$ cat src/rtl/alu_pkg.sv
// Shared definitions for the 8-bit ALU: widths, status bit positions,
// operation codes and shift kinds. Assumes a fixed 8-bit status word.
package alu_pkg;
    localparam int unsigned DATA_W = 8;
    localparam int unsigned PSW_W  = 8;
    localparam int unsigned OP_W   = 5;

    localparam int unsigned FLAG_C = 0;
    localparam int unsigned FLAG_Z = 1;
    localparam int unsigned FLAG_I = 2;
    localparam int unsigned FLAG_H = 3;
    localparam int unsigned FLAG_B = 4;
    localparam int unsigned FLAG_P = 5;
    localparam int unsigned FLAG_V = 6;
    localparam int unsigned FLAG_N = 7;

    typedef enum logic [OP_W-1:0] {
        OP_ADC   = 5'd0,
        OP_SBC   = 5'd1,
        OP_INC   = 5'd2,
        OP_DEC   = 5'd3,
        OP_AND   = 5'd4,
        OP_OR    = 5'd5,
        OP_EOR   = 5'd6,
        OP_ASL   = 5'd7,
        OP_LSR   = 5'd8,
        OP_ROL   = 5'd9,
        OP_ROR   = 5'd10,
        OP_XCN   = 5'd11,
        OP_CMP   = 5'd12,
        OP_DAA   = 5'd13,
        OP_DAS   = 5'd14,
        OP_CLRC  = 5'd15,
        OP_SETC  = 5'd16,
        OP_NOTC  = 5'd17,
        OP_CLRV  = 5'd18,
        OP_LDPSW = 5'd19
    } alu_op_e;

    typedef enum logic [1:0] {
        SH_ASL = 2'd0,
        SH_LSR = 2'd1,
        SH_ROL = 2'd2,
        SH_ROR = 2'd3
    } shift_kind_e;
endpackage

$ cat src/rtl/alu_addsub.sv
// Adder split at the half-word boundary so the carry out of the low half
// is visible as the half-carry. Subtraction is done by inverting b; the
// caller supplies the carry-in (1 for a plain subtract, C for borrow-in).
// Assumes W is even.
module alu_addsub #(
    parameter int unsigned W = alu_pkg::DATA_W
) (
    input  logic [W-1:0] a,
    input  logic [W-1:0] b,
    input  logic         sub,
    input  logic         cin,
    output logic [W-1:0] sum,
    output logic         cout,
    output logic         half,
    output logic         ovf
);
    localparam int unsigned LO_W = W / 2;
    localparam int unsigned HI_W = W - LO_W;

    logic [W-1:0]  b_eff;
    logic [LO_W:0] lo_sum;
    logic [HI_W:0] hi_sum;

    // Low half then high half, chained through the half carry.
    always_comb begin
        b_eff  = sub ? ~b : b;
        lo_sum = {1'b0, a[LO_W-1:0]} + {1'b0, b_eff[LO_W-1:0]} + {{LO_W{1'b0}}, cin};
        hi_sum = {1'b0, a[W-1:LO_W]} + {1'b0, b_eff[W-1:LO_W]} + {{HI_W{1'b0}}, lo_sum[LO_W]};
    end

    assign sum  = {hi_sum[HI_W-1:0], lo_sum[LO_W-1:0]};
    assign cout = hi_sum[HI_W];
    assign half = lo_sum[LO_W];
    assign ovf  = (a[W-1] == b_eff[W-1]) && (sum[W-1] != a[W-1]);
endmodule

$ cat src/rtl/alu_shift.sv
// One-position shifter: shift left or right with zero fill, or rotate
// through the incoming carry. The bit pushed out is returned as cout.
module alu_shift #(
    parameter int unsigned W = alu_pkg::DATA_W
) (
    input  logic [W-1:0]        a,
    input  alu_pkg::shift_kind_e kind,
    input  logic                cin,
    output logic [W-1:0]        y,
    output logic                cout
);
    // Select the fill bit and direction for the requested kind.
    always_comb begin
        unique case (kind)
            alu_pkg::SH_ASL: begin y = {a[W-2:0], 1'b0}; cout = a[W-1]; end
            alu_pkg::SH_LSR: begin y = {1'b0, a[W-1:1]}; cout = a[0];   end
            alu_pkg::SH_ROL: begin y = {a[W-2:0], cin};  cout = a[W-1]; end
            default:         begin y = {cin, a[W-1:1]};  cout = a[0];   end
        endcase
    end
endmodule

$ cat src/rtl/alu_decadj.sv
// Decimal correction of a packed-BCD byte after a binary add (sub=0) or
// subtract (sub=1), steered by the carry and half-carry of that operation.
// Assumes W is a multiple of 4; the upper step acts on the top digit.
module alu_decadj #(
    parameter int unsigned W = alu_pkg::DATA_W
) (
    input  logic [W-1:0] a,
    input  logic         c_in,
    input  logic         h_in,
    input  logic         sub,
    output logic [W-1:0] y,
    output logic         c_out
);
    localparam logic [W-1:0] DEC_LIMIT = {(W/4){4'h9}};
    localparam logic [W-1:0] LO_STEP   = W'(6);
    localparam logic [W-1:0] HI_STEP   = LO_STEP << (W - 4);

    logic hi_fix;
    logic lo_fix;
    logic [W-1:0] step;

    // Decide which digits need correcting and apply both steps at once.
    always_comb begin
        if (sub) begin
            hi_fix = !c_in || (a > DEC_LIMIT);
            lo_fix = !h_in || (a[3:0] > 4'd9);
        end else begin
            hi_fix = c_in || (a > DEC_LIMIT);
            lo_fix = h_in || (a[3:0] > 4'd9);
        end
        step  = (hi_fix ? HI_STEP : '0) + (lo_fix ? LO_STEP : '0);
        y     = sub ? (a - step) : (a + step);
        c_out = sub ? (c_in && !hi_fix) : (c_in || hi_fix);
    end
endmodule

$ cat src/rtl/byte_alu_psw.sv
// Top of the 8-bit ALU. Decodes the opcode, selects among the adder,
// shifter, decimal corrector and inline logic, forms the next status word
// and registers it when op_en is high. Assumes DW equals the status width.
module byte_alu_psw #(
    parameter int unsigned DW = alu_pkg::DATA_W
) (
    input  logic                     clk,
    input  logic                     rst_n,
    input  logic                     op_en,
    input  logic [alu_pkg::OP_W-1:0] op,
    input  logic [DW-1:0]            acc_in,
    input  logic [DW-1:0]            mem_in,
    output logic [DW-1:0]            result,
    output logic [7:0]               flags_nxt,
    output logic [7:0]               psw_q
);
    import alu_pkg::*;

    localparam int unsigned HALF = DW / 2;

    logic [DW-1:0] as_sum;
    logic          as_cout, as_half, as_ovf, as_sub, as_cin;
    logic [DW-1:0] sh_y;
    logic          sh_cout;
    shift_kind_e   sh_kind;
    logic [DW-1:0] da_y;
    logic          da_cout;
    logic [DW-1:0] nz_val;
    logic          nz_upd;

    // Adder controls: add only for opcode 0; compare forces carry-in high.
    always_comb begin
        as_sub = (op != OP_ADC);
        as_cin = (op == OP_CMP) ? 1'b1 : psw_q[FLAG_C];
    end

    // Map the shift/rotate opcodes to the shifter kind.
    always_comb begin
        case (op)
            OP_LSR:  sh_kind = SH_LSR;
            OP_ROL:  sh_kind = SH_ROL;
            OP_ROR:  sh_kind = SH_ROR;
            default: sh_kind = SH_ASL;
        endcase
    end

    alu_addsub #(.W(DW)) u_addsub (
        .a(acc_in), .b(mem_in), .sub(as_sub), .cin(as_cin),
        .sum(as_sum), .cout(as_cout), .half(as_half), .ovf(as_ovf)
    );

    alu_shift #(.W(DW)) u_shift (
        .a(acc_in), .kind(sh_kind), .cin(psw_q[FLAG_C]),
        .y(sh_y), .cout(sh_cout)
    );

    alu_decadj #(.W(DW)) u_decadj (
        .a(acc_in), .c_in(psw_q[FLAG_C]), .h_in(psw_q[FLAG_H]),
        .sub(op == OP_DAS), .y(da_y), .c_out(da_cout)
    );

    // Result and next-flag selection per opcode; N/Z from nz_val when set.
    always_comb begin
        result    = acc_in;
        flags_nxt = psw_q;
        nz_val    = acc_in;
        nz_upd    = 1'b1;
        case (op)
            OP_ADC, OP_SBC: begin
                result            = as_sum;
                nz_val            = as_sum;
                flags_nxt[FLAG_C] = as_cout;
                flags_nxt[FLAG_H] = as_half;
                flags_nxt[FLAG_V] = as_ovf;
            end
            OP_INC: begin
                result = acc_in + DW'(1);
                nz_val = acc_in + DW'(1);
            end
            OP_DEC: begin
                result = acc_in - DW'(1);
                nz_val = acc_in - DW'(1);
            end
            OP_AND: begin result = acc_in & mem_in; nz_val = acc_in & mem_in; end
            OP_OR:  begin result = acc_in | mem_in; nz_val = acc_in | mem_in; end
            OP_EOR: begin result = acc_in ^ mem_in; nz_val = acc_in ^ mem_in; end
            OP_ASL, OP_LSR, OP_ROL, OP_ROR: begin
                result            = sh_y;
                nz_val            = sh_y;
                flags_nxt[FLAG_C] = sh_cout;
            end
            OP_XCN: begin
                result = {acc_in[HALF-1:0], acc_in[DW-1:HALF]};
                nz_val = {acc_in[HALF-1:0], acc_in[DW-1:HALF]};
            end
            OP_CMP: begin
                nz_val            = as_sum;
                flags_nxt[FLAG_C] = as_cout;
            end
            OP_DAA, OP_DAS: begin
                result            = da_y;
                nz_val            = da_y;
                flags_nxt[FLAG_C] = da_cout;
            end
            OP_CLRC: begin nz_upd = 1'b0; flags_nxt[FLAG_C] = 1'b0; end
            OP_SETC: begin nz_upd = 1'b0; flags_nxt[FLAG_C] = 1'b1; end
            OP_NOTC: begin nz_upd = 1'b0; flags_nxt[FLAG_C] = ~psw_q[FLAG_C]; end
            OP_CLRV: begin nz_upd = 1'b0; flags_nxt[FLAG_V] = 1'b0; end
            OP_LDPSW: begin nz_upd = 1'b0; flags_nxt = mem_in[7:0]; end
            default: nz_upd = 1'b0;
        endcase
        if (nz_upd) begin
            flags_nxt[FLAG_N] = nz_val[DW-1];
            flags_nxt[FLAG_Z] = (nz_val == '0);
        end
    end

    // Status word register with synchronous active-low reset.
    always_ff @(posedge clk) begin
        if (!rst_n)     psw_q <= '0;
        else if (op_en) psw_q <= flags_nxt;
    end


    reset_clear_chk: assert property (@(posedge clk) !rst_n |=> (psw_q == 8'h00));

    psw_hold_chk: assert property (@(posedge clk) disable iff (!rst_n)
        !op_en |=> $stable(psw_q));

    ctrl_bits_chk: assert property (@(posedge clk) disable iff (!rst_n)
        (op_en && op != OP_LDPSW) |=>
        (psw_q[FLAG_P] == $past(psw_q[FLAG_P]) && psw_q[FLAG_B] == $past(psw_q[FLAG_B])
         && psw_q[FLAG_I] == $past(psw_q[FLAG_I])));

    cmp_vh_keep_chk: assert property (@(posedge clk) disable iff (!rst_n)
        (op_en && op == OP_CMP) |=>
        (psw_q[FLAG_V] == $past(psw_q[FLAG_V]) && psw_q[FLAG_H] == $past(psw_q[FLAG_H])));

    incdec_keep_chk: assert property (@(posedge clk) disable iff (!rst_n)
        (op_en && (op == OP_INC || op == OP_DEC)) |=>
        (psw_q[FLAG_C] == $past(psw_q[FLAG_C]) && psw_q[FLAG_V] == $past(psw_q[FLAG_V])
         && psw_q[FLAG_H] == $past(psw_q[FLAG_H])));

    logic_keep_chk: assert property (@(posedge clk) disable iff (!rst_n)
        (op_en && (op == OP_AND || op == OP_OR || op == OP_EOR)) |=>
        (psw_q[FLAG_C] == $past(psw_q[FLAG_C]) && psw_q[FLAG_V] == $past(psw_q[FLAG_V])));

    setc_chk: assert property (@(posedge clk) disable iff (!rst_n)
        (op_en && op == OP_SETC) |=> psw_q[FLAG_C]);

    clrv_chk: assert property (@(posedge clk) disable iff (!rst_n)
        (op_en && op == OP_CLRV) |=> !psw_q[FLAG_V]);
endmodule

$ cat config.mk
export PLATFORM = sky130hd
export DESIGN_NAME = byte_alu_psw
export DESIGN_NICKNAME = d
export VERILOG_FILES = /design/src/rtl/alu_pkg.sv /design/src/rtl/alu_addsub.sv /design/src/rtl/alu_shift.sv /design/src/rtl/alu_decadj.sv /design/src/rtl/byte_alu_psw.sv
export SDC_FILE = /design/constraint.sdc
export NUM_CORES = 1
export LEC_CHECK = 0
export BUFFER_PORTS_ARGS = -buffer_cell sky130_fd_sc_hd__buf_2
export CORE_ASPECT_RATIO = 0.6
export CORE_MARGIN = 4
export CORE_UTILIZATION = 45
export CTS_CLUSTER_DIAMETER = 150
export DETAILED_ROUTE_END_ITERATION = 8
export PLACE_DENSITY = 0.76
export SLEW_MARGIN = 20
export SYNTH_ARGS = -nofsm -noshare
export SYNTH_HDL_FRONTEND = slang
export SYNTH_SLANG_ARGS = --single-unit
export TNS_END_PERCENT = 20
$ cat constraint.sdc
create_clock -name clk -period 9.9 [get_ports clk]
set_clock_uncertainty 0.1 [all_clocks]
set_input_delay 0.495 -clock clk [delete_from_list [all_inputs] [get_ports clk]]
set_output_delay 0.495 -clock clk [all_outputs]
set_load 0.01 [all_outputs]
==> flow_summary_export.csv, run 1 <==
group,metric,value,unit
global_route,grtUsageTotal,26.0,%
clock_network,h-tree-depth,1,
worst_setup_path,cp_cell_sequence,"buf_2, nor2_1, nand2_1, nor2_1, xnor2_1, fa_1, fa_1, a21o_1, a21oi_1, inv_1, fa_1, inv_1, fa_1, or4b_2, o41ai_1, nand4_1, nor2_1, nand4_1, nand2_1, buf_2",
synthesis,syn_area,2690,sq um
placed_design,dp_hpwl,7.68,mm
sta,period_minus_slack,6.25,ns
placed_design,globalplace.congestion,1.03,
power,ir_drop,0.0402,mV
synthesis,seq_area_frac_synth,5.96,%
worst_setup_path,crit_top_cell,"fa_1",
worst_setup_path,worstReg2RegStart,"psw_q[0]",
global_route,grt_start_max_net_pins,34,
sta,post-route-period-util,63.1,%
floorplanning,die_w,108,um
synthesis,ys_warn_count,0,
worst_setup_path,cp_max_fo,24,
min_path,hp-start,"psw_q[5]",
sta,drv_slew,0,
global_route,grt_pass1_wl,14.6,mm
clock_network,tritoncts,"yes",
worst_setup_path,end_kind,"output pin",
job,cap_violations,0,
cells_and_area,final_core_util,51.5,%
placed_design,io_buffers,47,
worst_setup_path,cp-start-kind,"input port",
cells_and_area,final.fill_count,569,
sta,worst_pin_slew,0.944,ns
cells_and_area,largest_reg_flops,8,
power,powerDensity,77.9,nW/um^2
clock_network,post_cts_buffers,0,
sta,rsz0062_at_grt,"false",
routing,vias,3113,
clock_network,postCtsHoldBufs,0,
worst_setup_path,path_delay_family,"simple AND/OR/NAND/NOR gates",
routing,route.detailed.drc,0,
clock_network,cts-root-buf,"clkbuf_8",
clock_network,clock-sinks,8,
cells_and_area,regArea,160,sq um
worst_setup_path,slowest_stage,"nor2_1",
synthesis,yosysUniqueCellTypes,60,
clock_network,clk_latency,0.24,ns
routing,wl_per_cell,20.3,um
synthesis,synth-seq-cells,8,
clock_network,clkTransAtPathRegs,0.05,ns
clock_network,cts_buffers,3,
routing,first_pass_iters,8,
worst_setup_path,worst-path-buf-inv,4,
run_status,outcome,"completed",
global_route,grt_overflow,0,
cells_and_area,top_register,"psw_q",
floorplanning,ios,48,
routing,wl,9.68,mm
sta,max_freq,0.160,GHz
power,p_leak,1.30,nW
synthesis,syn_nets,431,
floorplanning,fp-row-count,21,
sta,fin_setup_tns,0,ns
routing,vias_per_cell,6.54,
min_path,hold_path_class,"reg2reg",
cells_and_area,top_regs,"psw_q (8)",
worst_setup_path,crit_path_max_incr_delay,0.75,ns
worst_setup_path,path_class,"in2out",
sta,hold_viol,0,
floorplanning,core,5680,sq um
global_route,grt_pass1_vias,2644,
synthesis,synth_edf_count,0,
global_route,antenna_found_initial,1,
worst_setup_path,cp_data_required_time,9.31,ns
floorplanning,dieArea,7310,sq um
floorplanning,initial_core_util,47.3,%
synthesis,async_flop_share,0,%
clock_network,clockBufferDepth,2,
sta,timing.slew.headroom,36.8,%
synthesis,synthCells,369,
worst_setup_path,arrival,5.65,ns
cells_and_area,areaGrowthSynthToFinish,8.71,%
floorplanning,fp.dieH,67.9,um
routing,drtIter0Drc,534,
synthesis,syn_area_per_cell,7.28,sq um
cells_and_area,nets,460,
worst_setup_path,worstSetupStartpoint,"op[1]",
cells_and_area,drive_above_1_share,16.2,%
routing,ant_nets,0,
cells_and_area,multi_input_area,2290,sq um
synthesis,synth_ff_type,"dfxtp_1",
cells_and_area,diodes,0,
clock_network,post_cts_resized,0,
sta,setup_viol,0,
## layer usage
| metal | up-vias | GRT usage [%] | share of wire, % |
|---|---|---|---|
| met4 | 2 | 2.05 | 1.0 |
| met5 | - | 0 | 0.093 |
| met2 | 262 | 34.2 | 37 |
| met1 | 1417 | 39.0 | 44 |
| li1 | 1409 | - | - |
| met3 | 23 | 12.2 | 18 |
## cells in the final DEF (no fill, tap or decap), types with 2 or more instances in the layout
cell type	n
clkbuf_8	3
a221oi_1	3
inv_1	25
or2_2	2
nand3b_1	3
or3_1	6
nand2b_1	6
a211oi_1	4
o211a_1	2
o2111ai_1	2
a31oi_1	5
or4_1	2
nor4_1	4
nand4_1	6
o22ai_1	7
nor2b_1	6
nor2_1	34
a32o_1	2
mux2_2	2
xor2_1	4
o211ai_1	4
a221o_1	4
a21oi_1	20
mux2i_1	15
xnor2_1	21
or2_4	2
nand3_1	9
o21ai_0	25
buf_2	47
ha_1	34
fa_1	4
dfxtp_1	8
o21a_1	4
a22oi_1	9
o221ai_1	2
a21o_1	3
nand2_1	25
nor3_1	11
## layout make-up
cell class / instances / share of cell area [%]
clock buffer: 3 / 1.41
inverter: 25 / 3.21
multi-input combinational: 313 / 78.4
sequential: 8 / 5.48
tap: 80 / 3.43
timing repair buffer: 47 / 8.05
## power by group
group          leakage, nW  internal (mW)  total [mW]  switching (mW)
clock               0.0216         0.0266      0.0429          0.0163
sequential          0.0653         0.0338      0.0359         0.00216
combinational         1.21         0.0564       0.149          0.0923
total                 1.30          0.117       0.228           0.111
## logic make-up after synthesis
| kind of cell | after synthesis | synth area share [%] |
|---|---|---|
| compound gates | 106 | 26.5 |
| xor+xnor | 25 | 8.15 |
| buf+inv | 48 | 8.99 |
| simple gates | 127 | 25.2 |
| flops | 8 | 5.96 |
| mux | 17 | 6.43 |
| fa+ha+maj | 38 | 18.8 |
## tightest hold or removal path, delay by kind of cell, from the launching register on
family	cells	cell delay (ns)
mux	1	0.07
simple gates	1	0.09
flops	1	0.33
## per-stage QoR
stage          power [mW]  setup WS (ns)  area [sq um]  hold WS (ns)  cells
2_1_floorplan       0.136           4.37          2690         0.416    369
3_3_place_gp        0.176           3.96          2870         0.415    473
3_5_place_dp        0.178           3.78          2870         0.430    473
4_1_cts             0.222           3.78          2920         0.440    476
5_1_grt             0.241           3.36          2920         0.467    476
6_report            0.228           3.65          2920         0.439    476
## cell usage after synthesis, types with 5 or more instances
library cell,n,area [sq um]
nor2_1,34,128
nand2b_1,6,37.5
a21oi_1,20,100
buf_2,13,65.1
or3_1,6,37.5
mux2i_1,15,150
inv_1,25,93.8
nand2_1,25,93.8
ha_1,34,425
a22oi_1,9,67.6
nand3_1,9,45.0
nand4_1,6,37.5
nor3_1,12,60.1
nor2b_1,6,37.5
xnor2_1,21,184
o21ai_0,25,125
dfxtp_1,8,160
o22ai_1,7,43.8
a31oi_1,5,31.3
## final timing paths
path | endpoint | slack (ns) | depth (start not counted)
worst max register to register | psw_q[1] | 5.47 | 16
worst max-delay path | flags_nxt[1] | 3.65 | 20
worst min register to register | psw_q[5] | 0.44 | 2
worst min-delay path | psw_q[5] | 0.44 | 2
Note: power is estimated with default switching activity, not from simulation.
==> run 2, diff against run 1 <==
--- a/config.mk
+++ b/config.mk
@@ -5,13 +5,14 @@
 export SDC_FILE = /design/constraint.sdc
 export NUM_CORES = 1
 export LEC_CHECK = 0
+export ABC_AREA = 1
 export BUFFER_PORTS_ARGS = -buffer_cell sky130_fd_sc_hd__buf_2
 export CORE_ASPECT_RATIO = 0.6
 export CORE_MARGIN = 4
 export CORE_UTILIZATION = 45
 export CTS_CLUSTER_DIAMETER = 150
 export DETAILED_ROUTE_END_ITERATION = 8
-export PLACE_DENSITY = 0.76
+export PLACE_DENSITY = 0.78
 export SLEW_MARGIN = 20
 export SYNTH_ARGS = -nofsm -noshare
 export SYNTH_HDL_FRONTEND = slang
==> constraint.sdc (replaced) <==
create_clock -name clk -period 5.17 [get_ports clk]
set_clock_uncertainty 0.1 [all_clocks]
set_input_delay 0.2585 -clock clk [delete_from_list [all_inputs] [get_ports clk]]
set_output_delay 0.2585 -clock clk [all_outputs]
set_load 0.01 [all_outputs]
==> run 2 against run 1 <==
Via count up 22%. Non-clock buffer count up 3. Final cell count up 40%. Critical path type unchanged.
==> flow_summary_export.csv, run 2 <==
group,metric,value,unit
global_route,grt-busiest-layer,"met1",
min_path,hold_path_class,"in2reg",
global_route,grt_start_max_net_pins,15,
power,ir_drop,0.0755,mV
global_route,antenna_found_initial,0,
cells_and_area,final_cell_mix,"nand2_1 (157), inv_1 (73), nand3_1 (70)",
synthesis,yosysUniqueCellTypes,35,
clock_network,tritoncts,"yes",
placed_design,placedCellCount,663,
synthesis,ys_warn_count,0,
synthesis,syn_nets,603,
worst_setup_path,path_delay_family,"adder cells",
worst_setup_path,crit_path_max_incr_delay,0.44,ns
sta,timing.slew.headroom,38.2,%
synthesis,synth-simple-area-share,48.9,%
worst_setup_path,rrSetupSlack,1.26,ns
min_path,hp-start,"rst_n",
cells_and_area,regArea,160,sq um
synthesis,synth_edf_count,0,
worst_setup_path,cp_max_fo,8,
cells_and_area,multi_input_area,2380,sq um
run_status,outcome,"completed",
synthesis,async_flop_share,0,%
floorplanning,ios,48,
placed_design,io_buffers,47,
global_route,grt_util_met3,9.96,%
global_route,grtUsageMet1,43.2,%
cells_and_area,final_cells,666,
synthesis,yosys.area.top_type,"nand2_1",
synthesis,synth_ff_type,"dfxtp_1",
global_route,grt_pass1_vias,3375,
global_route,grtUsageMet2,40.2,%
floorplanning,initial_core_util,47.1,%
worst_setup_path,r2r-end,"psw_q[1]",
worst_setup_path,worstSetupStartpoint,"op[0]",
cells_and_area,final.fill_count,705,
worst_setup_path,worstReg2RegStart,"psw_q[0]",
worst_setup_path,cp-start-kind,"input port",
routing,first_pass_iters,5,
global_route,grt_pass1_wl,17.9,mm
clock_network,h-tree-depth,1,
sta,max_freq,0.216,GHz
worst_setup_path,reg2regPathDepth,21,
synthesis,seq_area_frac_synth,5.49,%
cells_and_area,drive_above_1_share,12.5,%
routing,drtIter0Drc,500,
power,p_leak,1.84,nW
synthesis,yosysMostFrequentCell,"nand2_1",
clock_network,post_cts_resized,0,
routing,vias_per_cell,5.68,
cells_and_area,design_area,3250,sq um
sta,fin_setup_tns,0,ns
placed_design,dpl-instance-area,3210,sq um
floorplanning,fp.dieH,70.3,um
floorplanning,die_w,112,um
clock_network,cts-root-buf,"clkbuf_8",
routing,ant_nets,0,
worst_setup_path,path_class,"in2out",
global_route,grt_overflow,0,
routing,wl_per_cell,17.5,um
sta,worst_pin_slew,0.917,ns
clock_network,clk_latency,0.24,ns
cells_and_area,areaGrowthSynthToFinish,11.5,%
clock_network,cts_buffers,3,
synthesis,synthAdderAreaFrac,17.3,%
sta,rsz0062_at_grt,"false",
worst_setup_path,endpoint,"flags_nxt[1]",
routing,route.detailed.drc,0,
synthesis,synth_top_cells_by_count,"nand2_1 (157), inv_1 (73), nand3_1 (70)",
worst_setup_path,arrival,4.26,ns
sta,hold_viol,0,
cells_and_area,diodes,0,
worst_setup_path,cp_data_required_time,4.81,ns
synthesis,synth-seq-cells,8,
worst_setup_path,cp.depth,23,
floorplanning,dieArea,7870,sq um
worst_setup_path,worst-path-buf-inv,4,
floorplanning,core,6190,sq um
job,cap_violations,0,
clock_network,clockBufferDepth,2,
placed_design,globalplace.congestion,1.00,
worst_setup_path,cp_cell_sequence,"buf_2, nor2_2, nand3_1, buf_4, xor2_1, fa_1, fa_1, a21oi_1, o21bai_1, fa_1, inv_1, fa_1, nand3_1, nor2_1, nand3_1, nand2_1, nand3_1, nor2_1, nand3_1, nand2_1, nand2_1, nand2_1, buf_2",
synthesis,synth_compound_gate_area_share,12.1,%
synthesis,muxShareOfSynthArea,0,%
cells_and_area,nets,646,
cells_and_area,largest_reg_flops,8,
routing,vias,3785,
clock_network,clkTransAtPathRegs,0.04,ns
sta,setup_viol,0,
sta,post-route-period-util,89.4,%
synthesis,synthCells,541,
sta,period_minus_slack,4.62,ns
clock_network,clock-sinks,8,
worst_setup_path,end_kind,"output pin",
cells_and_area,top_regs,"psw_q (8)",
synthesis,synth_top_area_share,20.2,%
clock_network,post_cts_buffers,0,
cells_and_area,final_common_cell,"nand2_1",
synthesis,syn_area_per_cell,5.39,sq um
floorplanning,fp-row-count,22,
worst_setup_path,crit_top_cell,"nand3_1",
routing,wl,11.6,mm
cells_and_area,top_register,"psw_q",
synthesis,synth_area_leaders,"nand2_1 (20%), ha_1 (15%), nand3_1 (12%)",
synthesis,synth_top_family_by_area,"simple AND/OR/NAND/NOR gates",
sta,whs,0.182,ns
power,powerDensity,141,nW/um^2
worst_setup_path,slowest_stage,"fa_1",
synthesis,syn_area,2920,sq um
synthesis,yosys.area_share.xor_xnor,3.30,%
clock_network,postCtsHoldBufs,0,
sta,drv_slew,0,
placed_design,dp_hpwl,9.62,mm
global_route,grtUsageTotal,29.2,%
run 2: metal layers:
layer  wire [um]  vias to the layer above
met5           0                        -
met4         190                        0
met3        1670                       19
met2        4500                      239
met1        5280                     1696
li1            -                     1831
run 2: cell type report:
cell class / count / share of cell area, %
Multi-Input combinational cell: 440 / 73.3
Inverter: 81 / 9.36
Timing Repair Buffer: 50 / 7.93
Sequential cell: 8 / 4.93
Tap cell: 84 / 3.23
Clock buffer: 3 / 1.27
run 2: how the worst min path moves through the flow:
stage / slack, ns / to / depth (start not counted)
2_1_floorplan: 0.30 / psw_q[0] / 2
3_3_place_gp: 0.43 / psw_q[7] / 2
3_5_place_dp: 0.43 / psw_q[7] / 3
4_1_cts: 0.18 / psw_q[0] / 3
5_1_grt: 0.21 / psw_q[7] / 3
6_report: 0.18 / psw_q[0] / 3
run 2: tightest hold or removal path, delay by kind of cell:
family	cells	cell delay (ns)
compound gates	2	0.10
buf+inv	1	0.11
run 2: cell families (layout without fill, tap and decap cells):
| logic type | Yosys count | in the layout |
|---|---|---|
| compound gates | 63 | 63 |
| flops | 8 | 8 |
| fa+ha+maj | 38 | 38 |
| simple gates | 328 | 328 |
| xor+xnor | 11 | 11 |
| buf+inv | 93 | 134 |
run 2: where the power goes:
group	switching (mW)	total (mW)	internal [mW]	leakage, nW
combinational	0.204	0.307	0.103	1.75
sequential	0.00401	0.0703	0.0663	0.0662
clock	0.0308	0.0818	0.0510	0.0216
total	0.239	0.459	0.220	1.84
run 2: stage by stage:
stage               worst slack, ns  power (mW)  utilization (%)
finish                        0.548       0.459             52.5
global route                  0.256       0.497             52.5
CTS                           0.616       0.452             52.5
detailed placement            0.655       0.369             51.8
global placement              0.749       0.366             51.8
floorplan                      1.05       0.271                -
